--- src/rtl/cmdq_pkg.sv ---
package cmdq_pkg;
    typedef enum logic [2:0] {
        ST_IDLE, ST_CHECK, ST_FETCH, ST_DISPATCH, ST_IB_BASE, ST_IB_SIZE, ST_FAULT
    } dec_state_t;

    typedef enum logic [2:0] {
        K_PAD, K_EXEC, K_JUMP, K_SKIP, K_BAD
    } op_kind_t;

    localparam logic [7:0] OP_PAD  = 8'h00;
    localparam logic [7:0] OP_JUMP = 8'h04;
endpackage

--- src/rtl/cmdq_classify.sv ---
module cmdq_classify
    import cmdq_pkg::*;
#(
    parameter int ADV_W = 18
) (
    input  logic [7:0]       op_i,
    input  logic [13:0]      pad_cnt_i,
    input  logic             nested_i,
    output op_kind_t         kind_o,
    output logic [ADV_W-1:0] adv_o
);
    logic [ADV_W-1:0] extra;

    always_comb begin
        kind_o = K_BAD;
        extra  = '0;
        case (op_i)
            OP_PAD: begin
                kind_o = K_PAD;
                extra  = ADV_W'({pad_cnt_i, 2'b00});
            end
            8'h01, 8'h02, 8'h05, 8'h06, 8'h08, 8'h0C, 8'h0E: kind_o = K_EXEC;
            OP_JUMP: kind_o = nested_i ? K_BAD : K_JUMP;
            8'h07: begin kind_o = K_SKIP; extra = ADV_W'(8);  end
            8'h0A: begin kind_o = K_SKIP; extra = ADV_W'(16); end
            8'h0D: begin kind_o = K_SKIP; extra = ADV_W'(12); end
            default: kind_o = K_BAD;
        endcase
        // header word itself is always consumed
        adv_o = ADV_W'(4) + extra;
    end
endmodule

--- src/rtl/cmdq_qptr.sv ---
module cmdq_qptr #(
    parameter int PW    = 8,
    parameter int ADV_W = 18
) (
    input  logic             clk,
    input  logic             rst_n,
    input  logic             load_wptr_i,
    input  logic [PW-1:0]    wptr_i,
    input  logic             clr_rptr_i,
    input  logic             adv_i,
    input  logic [ADV_W-1:0] adv_bytes_i,
    output logic [PW-1:0]    rptr_o,
    output logic             empty_o
);
    logic [PW-1:0] rptr_q;
    logic [PW-1:0] wptr_q;
    logic [PW-1:0] step;

    // truncation to PW bits gives the modulo wrap
    assign step = PW'(adv_bytes_i);

    always_ff @(posedge clk) begin
        if (!rst_n) begin
            rptr_q <= '0;
            wptr_q <= '0;
        end else begin
            if (load_wptr_i)
                wptr_q <= wptr_i;
            if (clr_rptr_i)
                rptr_q <= '0;
            else if (adv_i)
                rptr_q <= rptr_q + step;
        end
    end

    assign rptr_o  = rptr_q;
    assign empty_o = (rptr_q == wptr_q);
endmodule

--- src/rtl/cmd_ring_decoder.sv ---
module cmd_ring_decoder
    import cmdq_pkg::*;
#(
    parameter int ADDR_W     = 32,
    parameter int RING_BYTES = 256,
    parameter int IB_SIZE_W  = 12,
    parameter int CW_W       = 8,
    localparam int RP_W      = $clog2(RING_BYTES)
) (
    input  logic              clk,
    input  logic              rst_n,
    input  logic [ADDR_W-1:0] ring_base_i,
    input  logic              db_valid_i,
    input  logic [RP_W-1:0]   db_wptr_i,
    output logic              mem_req_o,
    output logic [ADDR_W-1:0] mem_addr_o,
    input  logic              mem_rvalid_i,
    input  logic [31:0]       mem_rdata_i,
    output logic              cmd_valid_o,
    output logic [7:0]        cmd_opcode_o,
    output logic [7:0]        cmd_subop_o,
    output logic [31:0]       cmd_header_o,
    input  logic              cmd_done_i,
    input  logic [CW_W-1:0]   cmd_words_i,
    output logic              ib_active_o,
    output logic              busy_o,
    output logic              err_o,
    output logic [RP_W-1:0]   rptr_o
);
    localparam int CP_W  = IB_SIZE_W + 2;
    localparam int ADV_W = (CW_W + 3 > 18) ? CW_W + 3 : 18;

    dec_state_t state, state_n;

    logic [31:0]       hdr_q;
    logic [ADDR_W-1:0] ib_base_q;
    logic              in_child;

    logic              adv_en;
    logic [ADV_W-1:0]  adv_amt;
    logic              hdr_ld, base_ld, ib_ld, leave_child;

    op_kind_t          kind;
    logic [ADV_W-1:0]  cls_adv;

    logic [RP_W-1:0]   r_rptr;
    logic              r_empty;
    logic [CP_W-1:0]   c_rptr;
    logic              c_empty;

    cmdq_classify #(.ADV_W(ADV_W)) u_classify (
        .op_i      (mem_rdata_i[7:0]),
        .pad_cnt_i (mem_rdata_i[29:16]),
        .nested_i  (in_child),
        .kind_o    (kind),
        .adv_o     (cls_adv)
    );

    // ring queue: write pointer from the doorbell, wraps at RING_BYTES
    cmdq_qptr #(.PW(RP_W), .ADV_W(ADV_W)) u_ring_ptr (
        .clk         (clk),
        .rst_n       (rst_n),
        .load_wptr_i (db_valid_i),
        .wptr_i      (db_wptr_i),
        .clr_rptr_i  (1'b0),
        .adv_i       (adv_en && !in_child),
        .adv_bytes_i (adv_amt),
        .rptr_o      (r_rptr),
        .empty_o     (r_empty)
    );

    // child queue: loaded by an indirect packet
    cmdq_qptr #(.PW(CP_W), .ADV_W(ADV_W)) u_child_ptr (
        .clk         (clk),
        .rst_n       (rst_n),
        .load_wptr_i (ib_ld),
        .wptr_i      ({mem_rdata_i[IB_SIZE_W-1:0], 2'b00}),
        .clr_rptr_i  (ib_ld),
        .adv_i       (adv_en && in_child),
        .adv_bytes_i (adv_amt),
        .rptr_o      (c_rptr),
        .empty_o     (c_empty)
    );

    // state register and per-packet storage
    always_ff @(posedge clk) begin
        if (!rst_n) begin
            state     <= ST_IDLE;
            hdr_q     <= '0;
            ib_base_q <= '0;
            in_child  <= 1'b0;
        end else begin
            state <= state_n;
            if (hdr_ld)
                hdr_q <= mem_rdata_i;
            if (base_ld)
                ib_base_q <= ADDR_W'(mem_rdata_i);
            if (ib_ld)
                in_child <= 1'b1;
            else if (leave_child)
                in_child <= 1'b0;
        end
    end

    // transitions and pointer control
    always_comb begin
        state_n     = state;
        adv_en      = 1'b0;
        adv_amt     = '0;
        hdr_ld      = 1'b0;
        base_ld     = 1'b0;
        ib_ld       = 1'b0;
        leave_child = 1'b0;
        unique case (state)
            ST_IDLE: begin
                if (db_valid_i)
                    state_n = ST_CHECK;
            end
            ST_CHECK: begin
                if (in_child) begin
                    if (c_empty)
                        leave_child = 1'b1;
                    else
                        state_n = ST_FETCH;
                end else if (!r_empty) begin
                    state_n = ST_FETCH;
                end else if (!db_valid_i) begin
                    // a doorbell this cycle keeps us checking
                    state_n = ST_IDLE;
                end
            end
            ST_FETCH: begin
                if (mem_rvalid_i) begin
                    hdr_ld  = 1'b1;
                    adv_en  = 1'b1;
                    adv_amt = (kind == K_PAD || kind == K_SKIP) ? cls_adv : ADV_W'(4);
                    unique case (kind)
                        K_EXEC:  state_n = ST_DISPATCH;
                        K_JUMP:  state_n = ST_IB_BASE;
                        K_BAD:   state_n = ST_FAULT;
                        default: state_n = ST_CHECK;
                    endcase
                end
            end
            ST_DISPATCH: begin
                if (cmd_done_i) begin
                    adv_en  = 1'b1;
                    adv_amt = ADV_W'({cmd_words_i, 2'b00});
                    state_n = ST_CHECK;
                end
            end
            ST_IB_BASE: begin
                if (mem_rvalid_i) begin
                    base_ld = 1'b1;
                    adv_en  = 1'b1;
                    adv_amt = ADV_W'(4);
                    state_n = ST_IB_SIZE;
                end
            end
            ST_IB_SIZE: begin
                if (mem_rvalid_i) begin
                    ib_ld   = 1'b1;
                    adv_en  = 1'b1;
                    adv_amt = ADV_W'(4);
                    state_n = ST_CHECK;
                end
            end
            ST_FAULT: state_n = ST_FAULT;
            default:  state_n = ST_FAULT;
        endcase
    end

    // port outputs
    always_comb begin
        mem_req_o    = (state == ST_FETCH) || (state == ST_IB_BASE) || (state == ST_IB_SIZE);
        mem_addr_o   = in_child ? (ib_base_q + ADDR_W'(c_rptr))
                                : (ring_base_i + ADDR_W'(r_rptr));
        cmd_valid_o  = (state == ST_DISPATCH);
        cmd_header_o = hdr_q;
        cmd_opcode_o = hdr_q[7:0];
        cmd_subop_o  = hdr_q[15:8];
        ib_active_o  = in_child;
        busy_o       = (state != ST_IDLE) && (state != ST_FAULT);
        err_o        = (state == ST_FAULT);
        rptr_o       = r_rptr;
    end

    // checks placed beside the control they guard
    assert_req_hold_R11: assert property (@(posedge clk) disable iff (!rst_n)
        mem_req_o && !mem_rvalid_i |=> mem_req_o && $stable(mem_addr_o));

    assert_one_txn_R11: assert property (@(posedge clk) disable iff (!rst_n)
        $onehot0({mem_req_o, cmd_valid_o}));

    assert_cmd_hold_R2: assert property (@(posedge clk) disable iff (!rst_n)
        cmd_valid_o && !cmd_done_i |=> cmd_valid_o && $stable(cmd_header_o));

    assert_err_sticky_R10: assert property (@(posedge clk) disable iff (!rst_n)
        err_o |=> err_o && !busy_o);

    assert_fault_quiet_R10: assert property (@(posedge clk) disable iff (!rst_n)
        err_o |-> !mem_req_o && !cmd_valid_o);

    assert_idle_quiet_R8: assert property (@(posedge clk) disable iff (!rst_n)
        !busy_o |-> !mem_req_o && !cmd_valid_o);

    assert_dbell_busy_R7: assert property (@(posedge clk) disable iff (!rst_n)
        busy_o && db_valid_i |=> busy_o || err_o);

    assert_child_entry_R9: assert property (@(posedge clk) disable iff (!rst_n)
        $rose(ib_active_o) |-> $past(mem_rvalid_i));
endmodule

--- config.mk ---
export PLATFORM = sky130hd
export DESIGN_NAME = cmd_ring_decoder
export DESIGN_NICKNAME = d
export VERILOG_FILES = /design/src/rtl/cmdq_pkg.sv /design/src/rtl/cmdq_classify.sv /design/src/rtl/cmdq_qptr.sv /design/src/rtl/cmd_ring_decoder.sv
export SDC_FILE = /design/constraint.sdc
export NUM_CORES = 1
export LEC_CHECK = 0
export BUFFER_PORTS_ARGS = -buffer_cell sky130_fd_sc_hd__buf_4
export CAP_MARGIN = 20
export CORE_UTILIZATION = 51
export CTS_CLUSTER_DIAMETER = 120
export DETAILED_ROUTE_END_ITERATION = 10
export PLACE_DENSITY = 0.79
export SLEW_MARGIN = 15
export SYNTH_ARGS = -nofsm -noshare
export SYNTH_HDL_FRONTEND = slang
export SYNTH_SLANG_ARGS = --single-unit
--- constraint.sdc ---
create_clock -name clk -period 3.6 [get_ports clk]
set_input_delay 0.18 -clock clk [delete_from_list [all_inputs] [get_ports clk]]
set_output_delay 0.18 -clock clk [all_outputs]
set_load 0.005 [all_outputs]
==> results.yml <==
outcome:
  status: "completed"
die:
  dieHeight_um: 123.3
  initial_utilization_pct: 53.25
  die_x_um: 123.3
  row_count: 43
  dieArea_um2: 15210
  core_um2: 14100
  ios: 178
critical_path:
  worst_ep_required_time_ps: 3420
  crit_path_top_delay_cell: "or4b_2"
  arrival_ps: 3310
  crit_path_start_kind: "register"
  worst-setup-path-type: "reg -> out"
  crit_family: "compound AO/OA/AOI/OAI gates"
  critical_path_depth: 13
  reg2reg_depth: 12
  cp-end-kind: "output pin"
  crit_buf_inv: 2
  crit_chain: "ha_2, inv_1, fa_2, nor2b_2, o21ai_2, a21boi_2, o21ai_2, a21boi_1, o21ai_2, a31o_4, or4b_2, a31oi_1, buf_4"
  crit_fanout: 5
  crit_top_cell: "o21ai_2"
  max_stage_delay_ps: 630
clock_network:
  h-tree-depth: 3
  cts_max_path_buffers: 2
  cts.sinks: 106
  root_buffer: "clkbuf_16"
  clkLatencyLatePin_ps: 350
  clk_pin_slew_ps: 70
  cts_buffers: 9
  tritoncts: "yes"
global_routing:
  grt_pass1_wl_um: 32610
  antenna_found_initial: 0
  grt_overflow_total: 0
  grt_max_degree: 60
  grt_pass1_vias: 6599
  track_usage_pct: 27.50
pwr:
  ir_drop_uv: 211.9
  power.density_nw_per_um2: 325.0
  p_leak_nw: 3.790
routing:
  ant_nets: 0
  drt-pass1-iter-count: 5
  wl_per_cell_um: 16.01
  num_vias: 7358
  drt-initial-drc-count: 387
  routed_wl_um: 20890
  drc: 0
  viasPerCell: 5.638
layout:
  layout-drive-gt1-share_pct: 22.58
  fin_util_pct: 65.70
  syn_to_final_growth_pct: 23.39
  design_area_um2: 9261
  diodes: 0
  fin_nets: 1241
  mostFrequentLayoutCells: "nand2_1 (215), buf_4 (198), dfxtp_1 (103), a21boi_0 (79), nor2_1 (54)"
  final_common_cell: "nand2_1"
sta:
  hold_viol: 0
  slew_headroom_pct: 43.43
  finalMaxSlewViolations: 0
  period_needed_ps: 3489
  max_freq_mhz: 286.6
  setup_viol: 0
  finalCritPeriodShare_pct: 96.93
  worst_slew_pin_slew_ps: 845.5
  fin_skew_ps: 3.998
  tns_ps: 0
yosys:
  yosysTopAreaCell: "dfxtp_1"
  ys.flop_type: "dfxtp_1"
  synthesis.area_um2: 7506
  synthXorXnorAreaFrac_pct: 9.802
  synth_area_leaders: "dfxtp_1 (28%), nand2_1 (11%), a21boi_0 (8.2%)"
  synth_cell_types: 75
  synth_top_family_by_area: "simple AND/OR/NAND/NOR gates"
  synth_compound_area_share_pct: 19.15
  netlist_instances: 978
  synth_edf_count: 0
  synth_seq_cells: 106
  synth-simple-area-share_pct: 26.67
  synthMuxAreaShare_pct: 3.701
  synthAdderAreaFrac_pct: 6.784
  synthArstFlopShare_pct: 0
  yosysWarnings: 0
  avgSynthCellArea_um2: 7.675
  ys_seq_area_share_pct: 28.27
  yosys.area.top_type_share_pct: 28.27
placed_design:
  place_congestion: 0.9327
  hpwl_um: 15700
  placed_cell_area_um2: 8870
  io_buffers: 175
flow_run:
  max-cap-violations: 0
min_path:
  holdCritPathClass: "in -> reg"
  hold_depth: 3
==> metal layers <==
layer / track usage, % / routed length, um / vias to the layer above
li1: - / - / 3657
met5: 0 / 0 / -
met1: 38.37 / 9744 / 3402
met2: 43.58 / 9325 / 271
met4: 8.509 / 404 / 0
met3: 4.059 / 1416 / 28
==> state kept, by name, indices dropped and copies added (netlist names) <==
name and cells:
u_child_ptr.wptr_q 12, u_ring_ptr.wptr_q 8, cmd_header_o 32, ib_base_q 32, u_child_ptr.rptr_o 12, u_ring_ptr.rptr_o 6, state 3, ib_active_o 1
==> worst paths after layout <==
| check | slack, ps | to | startpoint |
|---|---|---|---|
| max | 110 | mem_addr_o[24] | u_child_ptr.rptr_o[2] |
| min reg2reg | 460 | ib_base_q[0] | ib_base_q[0] |
| max reg2reg | 340 | u_child_ptr.rptr_o[13] | state[0] |
| min | 90 | u_ring_ptr.wptr_q[7] | db_wptr_i[7] |
==> cell usage after synthesis (all sizes together) (8+ instances only) <==
cell type and count:
a21boi 82, a21oi 41, a31oi 14, and2 10, and3 14, buf 30, clkbuf 39, dfxtp 106
ha 33, inv 18, mux2i 21, nand2 215, nand2b 8, nand3 26, nand4 14, nor2 54
nor2b 14, nor3 15, nor4 11, o21ai 36, or3 9, xnor2 43, xor2 41
==> per-stage QoR <==
stage | setup slack [ps] | instances | power [W] | hold WS (ps)
after floorplan | 437.2 | 979 | 0.001703 | 324.9
after global routing | -34.24 | 1305 | 0.003144 | 94.50
after detailed placement | 54.08 | 1285 | 0.002022 | 444.1
after global placement | 138.5 | 1285 | 0.002010 | 437.0
after CTS | 5.923 | 1302 | 0.003016 | 82.56
final | 110.7 | 1305 | 0.003010 | 87.68
==> area by class of cell <==
class / instances / area (um^2)
clock inverters: 5 / 62.56
multi-input cells: 788 / 5052
clock buffers: 10 / 239.0
fillers: 1282 / 4835
flip-flops and latches: 106 / 2128
well taps: 180 / 225.2
inverters: 18 / 67.56
repair buffers: 198 / 1486
==> worst reg2reg max path, delay by kind of cell, from the launching register on <==
kind                     cells  cell delay (ps)
multiplexers                 1              270
adder cells (fa/ha/maj)      1              360
flip-flops                   1              480
AO/OA/AOI/OAI                4              780
AND/OR/NAND/NOR              6             1280
==> power breakdown <==
group | internal [W] | switching (W) | total, W
sequential | 0.00123 | 0.0000791 | 0.00131
combinational | 0.000342 | 0.000347 | 0.000689
clock | 0.000560 | 0.000451 | 0.00101
total | 0.00213 | 0.000877 | 0.00301
==> cells by family after synthesis <==
kind of cell / Yosys count
xor+xnor: 84
compound gates: 214
mux: 26
other cells: 1
buf+inv: 87
simple gates: 420
fa+ha+maj: 40
flops: 106
==> what timing repair did <==
item	in CTS	in global routing
pin swaps	2	8
endpoints found under the setup margin	4	16
setup buffers	0	3
gates resized for setup	5	15
gates cloned	2	0
endpoints found under the hold margin	0	0
hold buffers	0	0
(Power assumes the default switching activity.)
